File: src/rtl/cardpwr_pkg.sv
`timescale 1ns/1ps
package cardpwr_pkg;
   typedef enum logic [1:0] {
      ST_IDLE = 2'd0,
      ST_RAMP = 2'd1,
      ST_LIVE = 2'd2,
      ST_DOWN = 2'd3
   } seq_state_e;

   typedef struct packed {
      logic boost;
      logic clamp;
      logic vcc;
      logic io;
      logic clk;
      logic rst;
   } contacts_t;
endpackage

File: src/rtl/cardpwr_tick.sv
`timescale 1ns/1ps
module cardpwr_tick #(
   parameter int HALF_DIV = 32
) (
   input  logic clk,
   input  logic rst_n,
   input  logic restart,
   output logic half_stb
);
   localparam int CNT_W = (HALF_DIV > 1) ? $clog2(HALF_DIV) : 1;

   generate
      if (HALF_DIV == 1) begin : g_direct
         assign half_stb = ~restart;
      end else begin : g_count
         logic [CNT_W-1:0] cnt;
         assign half_stb = (cnt == CNT_W'(HALF_DIV - 1));
         always_ff @(posedge clk or negedge rst_n) begin
            if (!rst_n)
               cnt <= '0;
            else if (restart || half_stb)
               cnt <= '0;
            else
               cnt <= cnt + 1'b1;
         end
      end
   endgenerate
endmodule

File: src/rtl/cardpwr_fsm.sv
`timescale 1ns/1ps
module cardpwr_fsm
   import cardpwr_pkg::*;
#(
   parameter int T2_HALF   = 3,
   parameter int T3_HALF   = 8,
   parameter int T5_HALF   = 14,
   parameter int STEP_HALF = 2,
   parameter int HT_W      = 4
) (
   input  logic            clk,
   input  logic            rst_n,
   input  logic            half_stb,
   input  logic            start_n,
   input  logic            card_present,
   input  logic            supply_alarm,
   input  logic            fault_ovc,
   input  logic            fault_short,
   input  logic            host_rst_ctl,
   output logic            restart,
   output seq_state_e      state,
   output logic [HT_W-1:0] ht,
   output logic            vcc_on,
   output logic            io_on,
   output logic            clk_hold,
   output logic            off_n
);
   localparam int DONE_HALF = 4 * STEP_HALF;

   logic prev_start_n;
   logic emerg, gone;
   logic accept, fault_any, in_session, go_down, down_end;

   always_comb begin
      fault_any  = fault_ovc | fault_short | supply_alarm | ~card_present;
      in_session = (state == ST_RAMP) || (state == ST_LIVE);
      accept     = (state == ST_IDLE) && prev_start_n && !start_n
                   && card_present && !supply_alarm;
      go_down    = in_session && (fault_any || start_n);
      restart    = accept || go_down;
      down_end   = (state == ST_DOWN) && half_stb && (ht == HT_W'(DONE_HALF - 1));
   end

   assign off_n = ~(emerg | gone);

   always_ff @(posedge clk or negedge rst_n) begin
      if (!rst_n) begin
         state        <= ST_IDLE;
         ht           <= '0;
         prev_start_n <= 1'b0;
         vcc_on       <= 1'b0;
         io_on        <= 1'b0;
         clk_hold     <= 1'b0;
         emerg        <= 1'b0;
         gone         <= 1'b0;
      end else begin
         prev_start_n <= start_n;

         if (go_down) begin
            state    <= ST_DOWN;
            ht       <= '0;
            vcc_on   <= (state == ST_LIVE) || (ht >= HT_W'(T2_HALF));
            io_on    <= (state == ST_LIVE) || (ht >= HT_W'(T3_HALF));
            clk_hold <= (state == ST_LIVE) || ((ht >= HT_W'(T3_HALF)) && host_rst_ctl);
         end else begin
            case (state)
               ST_IDLE: begin
                  if (accept) begin
                     state <= ST_RAMP;
                     ht    <= '0;
                  end
               end
               ST_RAMP: begin
                  if (half_stb) begin
                     ht <= ht + 1'b1;
                     if (ht == HT_W'(T5_HALF - 1))
                        state <= ST_LIVE;
                  end
               end
               ST_LIVE: begin
                  ht <= ht;
               end
               ST_DOWN: begin
                  if (down_end) begin
                     state <= ST_IDLE;
                     ht    <= '0;
                  end else if (half_stb) begin
                     ht <= ht + 1'b1;
                  end
               end
               default: state <= ST_IDLE;
            endcase
         end

         if (down_end)
            emerg <= 1'b0;
         else if ((in_session || (state == ST_DOWN)) && fault_any)
            emerg <= 1'b1;

         if ((state == ST_IDLE) && card_present)
            gone <= 1'b0;
         else if ((state != ST_IDLE) && !card_present)
            gone <= 1'b1;
      end
   end
endmodule

File: src/rtl/cardpwr_drive.sv
`timescale 1ns/1ps
module cardpwr_drive
   import cardpwr_pkg::*;
#(
   parameter int T2_HALF   = 3,
   parameter int T3_HALF   = 8,
   parameter int STEP_HALF = 2,
   parameter int HT_W      = 4
) (
   input  seq_state_e      state,
   input  logic [HT_W-1:0] ht,
   input  logic            vcc_on,
   input  logic            io_on,
   input  logic            clk_hold,
   input  logic            host_rst_ctl,
   output contacts_t       pins
);
   localparam int CLK_OFF = STEP_HALF;
   localparam int IO_OFF  = 2 * STEP_HALF;
   localparam int VCC_OFF = 3 * STEP_HALF;

   logic ramp_vcc, ramp_io;

   always_comb begin
      ramp_vcc = (ht >= HT_W'(T2_HALF));
      ramp_io  = (ht >= HT_W'(T3_HALF));
      pins     = '{boost: 1'b0, clamp: 1'b1, vcc: 1'b0, io: 1'b0, clk: 1'b0, rst: 1'b0};
      case (state)
         ST_RAMP: begin
            pins.boost = 1'b1;
            pins.vcc   = ramp_vcc;
            pins.clamp = ~ramp_vcc;
            pins.io    = ramp_io;
            pins.clk   = ramp_io & host_rst_ctl;
         end
         ST_LIVE: begin
            pins.boost = 1'b1;
            pins.vcc   = 1'b1;
            pins.clamp = 1'b0;
            pins.io    = 1'b1;
            pins.clk   = 1'b1;
            pins.rst   = ~host_rst_ctl;
         end
         ST_DOWN: begin
            pins.boost = 1'b1;
            pins.clamp = ~vcc_on;
            pins.clk   = clk_hold & (ht < HT_W'(CLK_OFF));
            pins.io    = io_on & (ht < HT_W'(IO_OFF));
            pins.vcc   = vcc_on & (ht < HT_W'(VCC_OFF));
         end
         default: ;
      endcase
   end
endmodule

File: src/rtl/cardpwr_seq.sv
`timescale 1ns/1ps
module cardpwr_seq
   import cardpwr_pkg::*;
#(
   parameter int TICK_DIV  = 64,
   parameter int T2_HALF   = 3,
   parameter int T3_HALF   = 8,
   parameter int T5_HALF   = 14,
   parameter int STEP_HALF = 2
) (
   input  logic clk,
   input  logic rst_n,
   input  logic start_n,
   input  logic card_present,
   input  logic supply_alarm,
   input  logic fault_ovc,
   input  logic fault_short,
   input  logic host_rst_ctl,
   output logic boost_en,
   output logic clamp_en,
   output logic vcc_en,
   output logic io_en,
   output logic card_clk_en,
   output logic card_rst,
   output logic off_n
);
   localparam int HALF_DIV  = TICK_DIV / 2;
   localparam int DONE_HALF = 4 * STEP_HALF;
   localparam int MAX_HALF  = (T5_HALF > DONE_HALF) ? T5_HALF : DONE_HALF;
   localparam int HT_W      = $clog2(MAX_HALF + 1);

   generate
      if ((TICK_DIV < 2) || (TICK_DIV % 2 != 0)) begin : g_bad_div
         $error("TICK_DIV must be even and at least 2");
      end
      if (!((T2_HALF > 0) && (T2_HALF < T3_HALF) && (T3_HALF < T5_HALF))) begin : g_bad_order
         $error("activation points must satisfy 0 < T2 < T3 < T5");
      end
      if (STEP_HALF < 1) begin : g_bad_step
         $error("STEP_HALF must be at least 1");
      end
   endgenerate

   logic            restart, half_stb;
   seq_state_e      state;
   logic [HT_W-1:0] ht;
   logic            vcc_on, io_on, clk_hold;
   contacts_t       pins;

   cardpwr_tick #(.HALF_DIV(HALF_DIV)) u_tick (
      .clk      (clk),
      .rst_n    (rst_n),
      .restart  (restart),
      .half_stb (half_stb)
   );

   cardpwr_fsm #(
      .T2_HALF(T2_HALF), .T3_HALF(T3_HALF), .T5_HALF(T5_HALF),
      .STEP_HALF(STEP_HALF), .HT_W(HT_W)
   ) u_fsm (
      .clk          (clk),
      .rst_n        (rst_n),
      .half_stb     (half_stb),
      .start_n      (start_n),
      .card_present (card_present),
      .supply_alarm (supply_alarm),
      .fault_ovc    (fault_ovc),
      .fault_short  (fault_short),
      .host_rst_ctl (host_rst_ctl),
      .restart      (restart),
      .state        (state),
      .ht           (ht),
      .vcc_on       (vcc_on),
      .io_on        (io_on),
      .clk_hold     (clk_hold),
      .off_n        (off_n)
   );

   cardpwr_drive #(
      .T2_HALF(T2_HALF), .T3_HALF(T3_HALF), .STEP_HALF(STEP_HALF), .HT_W(HT_W)
   ) u_drive (
      .state        (state),
      .ht           (ht),
      .vcc_on       (vcc_on),
      .io_on        (io_on),
      .clk_hold     (clk_hold),
      .host_rst_ctl (host_rst_ctl),
      .pins         (pins)
   );

   assign boost_en    = pins.boost;
   assign clamp_en    = pins.clamp;
   assign vcc_en      = pins.vcc;
   assign io_en       = pins.io;
   assign card_clk_en = pins.clk;
   assign card_rst    = pins.rst;
endmodule

File: config.mk
export PLATFORM = sky130hd
export DESIGN_NAME = cardpwr_seq
export DESIGN_NICKNAME = d
export VERILOG_FILES = /design/src/rtl/cardpwr_pkg.sv /design/src/rtl/cardpwr_tick.sv /design/src/rtl/cardpwr_fsm.sv /design/src/rtl/cardpwr_drive.sv /design/src/rtl/cardpwr_seq.sv
export SDC_FILE = /design/constraint.sdc
export NUM_CORES = 1
export LEC_CHECK = 0
export BUFFER_PORTS_ARGS = -buffer_cell sky130_fd_sc_hd__buf_2
export CAP_MARGIN = 15
export CORE_MARGIN = 4
export CORE_UTILIZATION = 35
export CTS_CLUSTER_DIAMETER = 30
export DETAILED_ROUTE_END_ITERATION = 8
export PLACE_DENSITY = 0.63
export SLEW_MARGIN = 10
export SYNTH_ARGS = -nofsm -noshare
export SYNTH_HDL_FRONTEND = slang
export SYNTH_SLANG_ARGS = --single-unit
File: constraint.sdc
create_clock -name clk -period 2.3 [get_ports clk]
set_clock_uncertainty 0.05 [all_clocks]
set_input_delay 0.115 -clock clk [delete_from_list [all_inputs] [get_ports clk]]
set_output_delay 0.115 -clock clk [all_outputs]
set_load 0.03 [all_outputs]
# [Word level (Yosys, flattened, before mapping)]
# Cells that the tools add are included.
[totals] memories=0 wordCells=87 romBits=0 reg_bits=17 inputBits=8 ram_bits=0 output_inout_bits=7 latchBits=0
[op_classes] n_div=0 n_addsub=2 bitwise=13 n_mul=0 reduce_logical=29 order_cmp=5 muxes=18 shifts=0 n_eq_ne=11
[ops] cell="$mux 4" n=4
[ops] cell="$pmux 5 s3" n=1
[ops] cell="$pmux 4 s3" n=1
[ops] cell="$logic_and 1x1->1" n=11
[ops] cell="$mux 2" n=5
[ops] cell="$ne 3x3->1 const B" n=3
[ops] cell="$logic_or 1x1->1" n=8
[ops] cell="$lt 4x3->1 const B" n=2
[ops] cell="$pmux 2 s3" n=1
[ops] cell="$reduce_bool 2->1" n=3
[ops] cell="$add 5x1->5 const B" n=1
[ops] cell="$eq 5x5->1 const B" n=1
[ops] cell="$mux 1" n=5
[ops] cell="$mux 5" n=1
[ops] cell="$not 1->1" n=5
[ops] cell="$reduce_and 5->1" n=1
[ops] cell="$add 4x1->4 const B" n=1
[ops] cell="$and 1x1->1" n=4
[ops] cell="$eq 2x2->1 const B" n=2
[ops] cell="$eq 4x3->1 const B" n=1
[ops] cell="$eq 4x4->1 const B" n=1
[ops] cell="$ge 4x2->1 const B" n=1
[ops] cell="$ge 4x4->1 const B" n=1
[ops] cell="$lt 4x2->1 const B" n=1
[ops] cell="other kinds (8)" n=13

# [Depth between registers and ports, before layout]
[depth] word_depth=8 mapped_depth=7 ltp_nobuf=7

# [Modules after synthesis]
# A second synthesis with hierarchy kept.
[unflattened] cells_unflattened=112 area_unflattened_um2=1104.8
[modules_own_cells] mod="cardpwr_fsm" seq_area_each_um2=300.3 cells_each=78 n_inst=1 area_each_um2=762.0
[modules_own_cells] mod="cardpwr_tick" seq_area_each_um2=125.1 cells_each=17 n_inst=1 area_each_um2=229.0
[modules_own_cells] mod="cardpwr_drive" seq_area_each_um2=0.0 cells_each=17 n_inst=1 area_each_um2=113.9

# [Least setup slack after synthesis]
# Ideal clock, no wire load.
[synth_path] path_kind="register to register" from="register u_tick.g_count.cnt[0]" to="register u_fsm.state[1]" t_arrival_ns=1.883 path_stages_with_launch=8 setup_time_ns=0.126 required_time_ns=2.124 synth_period_minus_slack_ns=2.059 path_buffers=0 path_slack_ns=0.241 cell_sequence="dfrtp_1 -> ha_1 -> and3_1 -> ha_1 -> nand4b_4 -> a221o_1 -> or4_1 -> o311a_1"
[synth_via] elab_chain_len=5 word_cells_on_any_way=6 classes_between="eq/ne (3); reduce/logical (3)"
[synth_rtl] item="start: declaration" line="cardpwr_tick.sv:16" source="logic [CNT_W-1:0] cnt;"
[synth_rtl] item="start signal: assignment" line="cardpwr_tick.sv:24" source="cnt <= cnt + 1'b1;"
[synth_rtl] item="$eq 5x5->1 (*)" line="cardpwr_tick.sv:17" source="assign half_stb = (cnt == CNT_W'(HALF_DIV - 1));"
[synth_rtl] item="$logic_and 1x1->1 (2 in series)" line="cardpwr_fsm.sv:41" source="down_end = (state == ST_DOWN) && half_stb && (ht == HT_W'(DONE_HALF - 1));"
[synth_rtl] item="$ne 3x3->1 (no source line)"
[synth_rtl] item="$reduce_and 5->1 (no source line) (*)"
[synth_rtl] item="end signal: assignment" line="cardpwr_fsm.sv:48" source="state <= ST_IDLE;"
[synth_rtl] item="end signal: assignment" line="cardpwr_fsm.sv:60" source="state <= ST_DOWN;"
[synth_rtl] item="end signal: assignment" line="cardpwr_fsm.sv:69" source="state <= ST_RAMP;"
[synth_rtl] item="end: declaration" line="cardpwr_fsm.sv:21" source="output seq_state_e state,"
# Every way passes the cells marked *; elsewhere a longest branch is shown, timed or not.
# A chain may end at the register's enable or synchronous reset.

# [Worst setup path after layout]
# Same ends and word-level chain as after synthesis.

==> impl_metrics.toml <==
[global_route]
use_met1_pct = 14.6
grt_remaining_overflow = 0
grt_busiest_layer = "met2"
grtUsageMet2_pct = 20.9
grt_pass1_wl_mm = 4.03
use_met3_pct = 3.87
grt_max_degree = 18
first_global_vias = 900
antenna_found_initial = 0
track_usage_pct = 12.0

[critical_path]
reg2reg_depth = 7
endpoint = "u_fsm.state[1]$_DFFE_PN0P_"
r2r_start = "u_tick.g_count.cnt[0]$_DFF_PN0_"
regToRegSetupSlack_ns = 0.18
cp-startpoint = "u_tick.g_count.cnt[0]$_DFF_PN0_"
crit_fanout = 5
cp-start-kind = "flop"
reg2reg_to = "u_fsm.state[1]$_DFFE_PN0P_"
cp_data_arrival_time_ns = 2.25
crit_type = "reg2reg"
critPathCaptureType = "flop"
cp.required_ns = 2.42

[final_layout]
nets = 154
drive_above_1_share_pct = 17.8
diodes = 0
num-fill-cells = 327
final_common_cell = "dfrtp_1"
area_delta_synth_final_pct = 13.3
design_area_sq_um = 1250
final_cell_mix = "17 x dfrtp_1, 15 x nor2_1, 14 x buf_2, 11 x inv_1, 10 x a21oi_1"

[clock_network]
worst_skew_pair.late_latency_ns = 0.28
clockBufferDepth = 2
cts_sinks = 17
cts_tree = "done"
post_cts_buffers = 0
htreeDepth = 1
clk_pin_slew_ns = 0.10
cts_buffers = 3
cts_root_buffer = "clkbuf_4"

[drt]
drc = 0
via_count = 924
dr.pass1.iters = 4
finalWirelength_mm = 2.24
vias_per_cell = 5.16
drtAntennaViolNets = 0
drt_iter0_drc = 14
wl_per_cell_um = 12.5

[place]
gp_congestion = 0.827
port_buffers = 14
placed_area_sq_um = 1200
dp_hpwl_mm = 1.72

[floorplanning]
start_util_pct = 36.3
io_pins = 15
core_area_sq_um = 3030
die_y_um = 64.1
dieArea_sq_um = 4100
die_w_um = 64.1
rows = 20

[yosys]
synth_cells = 120
synthArstFlopShare_pct = 100
synth-main-ff-cell = "dfrtp_1"
yosysSeqAreaShare_pct = 38.7
synth_area_sq_um = 1100
yosys_warnings = 0
ys_types = 36
synth_edf_count = 0
syn_avg_cell_area_sq_um = 9.17
ys_ff_latch = 17
syn_nets = 138

[timing]
grt_setup_unrepaired = "no"
tightest_slew_ns = 0.588
drv_slew = 0
hold_viol_final = 0
fin_crit_sh_pct = 92.4
fmax_mhz = 471
finalSetupTns_ns = 0
period_needed_ns = 2.12
setup_viol = 0
slew_headroom_pct = 60.7

[hold_path]
hold_path_class = "in2reg"

[outcome]
outcome = "finished clean"

[pwr]
p_leak_uw = 0.000603
ir_drop_mv = 0.519
powerDensity_nw_per_um2 = 1080

[job]
cap_violations = 0
==> repair_timing <==
item	CTS	global route
endpoints found under the hold margin	18	0
endpoints found under the setup margin	0	1
resized for setup	0	1
hold buffers	2	0
==> area by class of cell <==
cell class / count / area, sq um / share of cell area, %
Tap cell: 44 / 55.1 / 4.42
Multi-Input combinational cell: 86 / 601 / 48.2
Timing Repair Buffer: 17 / 97.6 / 7.83
Sequential cell: 17 / 425 / 34.1
Inverter: 11 / 41.3 / 3.31
Clock buffer: 4 / 26.3 / 2.11
==> where the power goes <==
group | switching [uW] | internal, uW | total, uW
Clock | 89.4 | 67.3 | 157
Sequential | 48.9 | 376 | 425
Combinational | 486 | 273 | 759
Total | 624 | 716 | 1340
==> logic make-up after synthesis <==
| logic type | share of synthesized area (%) |
|---|---|
| AND/OR/NAND/NOR | 21.2 |
| AO/OA/AOI/OAI | 20.3 |
| buffers and inverters | 6.94 |
| flip-flops | 38.7 |
| adder cells (fa/ha/maj) | 11.4 |
| XOR/XNOR | 1.59 |
==> how the worst min path moves through the flow <==
stage	from	end	slack, ns	cells after the start
floorplan	rst_n	u_fsm.clk_hold$_DFFE_PN0P_	-0.23	0
detailed placement	rst_n	u_fsm.ht[3]$_DFFE_PN0P_	0.02	1
global route	card_present	u_fsm.gone$_DFFE_PN0P_	0.13	3
finish	host_rst_ctl	u_fsm.clk_hold$_DFFE_PN0P_	0.11	3
CTS	host_rst_ctl	u_fsm.clk_hold$_DFFE_PN0P_	0.10	3
global placement	rst_n	u_fsm.clk_hold$_DFFE_PN0P_	0.009	1
==> per-layer routing <==
| metal | vias to the layer above | part of all wire, % |
|---|---|---|
| met2 | 24 | 46 |
| met3 | 0 | 6.1 |
| met4 | 0 | 0 |
| met1 | 444 | 48 |
| met5 | - | 0 |
| li1 | 456 | - |
==> Yosys cell counts (2+ instances only) <==
master	number	area, sq um
nand2_1	7	26.3
dfrtp_1	17	425
nor2b_1	2	12.5
inv_1	11	41.3
or4_1	4	30.0
ha_1	10	125
nor3_1	3	15.0
o31ai_1	3	22.5
nand3_1	5	25.0
o21ai_0	4	20.0
a31oi_1	2	12.5
buf_2	4	20.0
a21oi_1	10	50.1
a221oi_1	2	17.5
nor2_1	15	56.3
==> sequential cells by signal, summed over array words and instances (netlist names) <==
signal              count
u_fsm.clk_hold          1
u_fsm.emerg             1
u_fsm.gone              1
u_fsm.ht                4
u_fsm.io_on             1
u_fsm.prev_start_n      1
u_fsm.state             2
u_fsm.vcc_on            1
u_tick.g_count.cnt      5
==> metrics by stage <==
step | total power [uW] | hold WS, ns | cells | utilization (%) | worst slack, ns
floorplan | 1010 | -0.231 | 120 | - | 0.241
global placement | 1170 | 0.00875 | 173 | 39.5 | 0.179
detailed placement | 1190 | 0.0202 | 173 | 39.5 | 0.136
CTS | 1360 | 0.104 | 179 | 41.1 | 0.124
global route | 1470 | 0.130 | 179 | 41.2 | 0.0393
finish | 1340 | 0.113 | 179 | 41.2 | 0.176
==> critical path, cell delays in order (launching register included) <==
cell and delay (ns):
dfrtp_1 0.38, ha_1 0.18, and3_1 0.16, ha_2 0.23
nand4b_4 0.10, a221o_1 0.38, or4_1 0.40, o311a_1 0.12
Note: power is estimated with default switching activity, not from simulation.
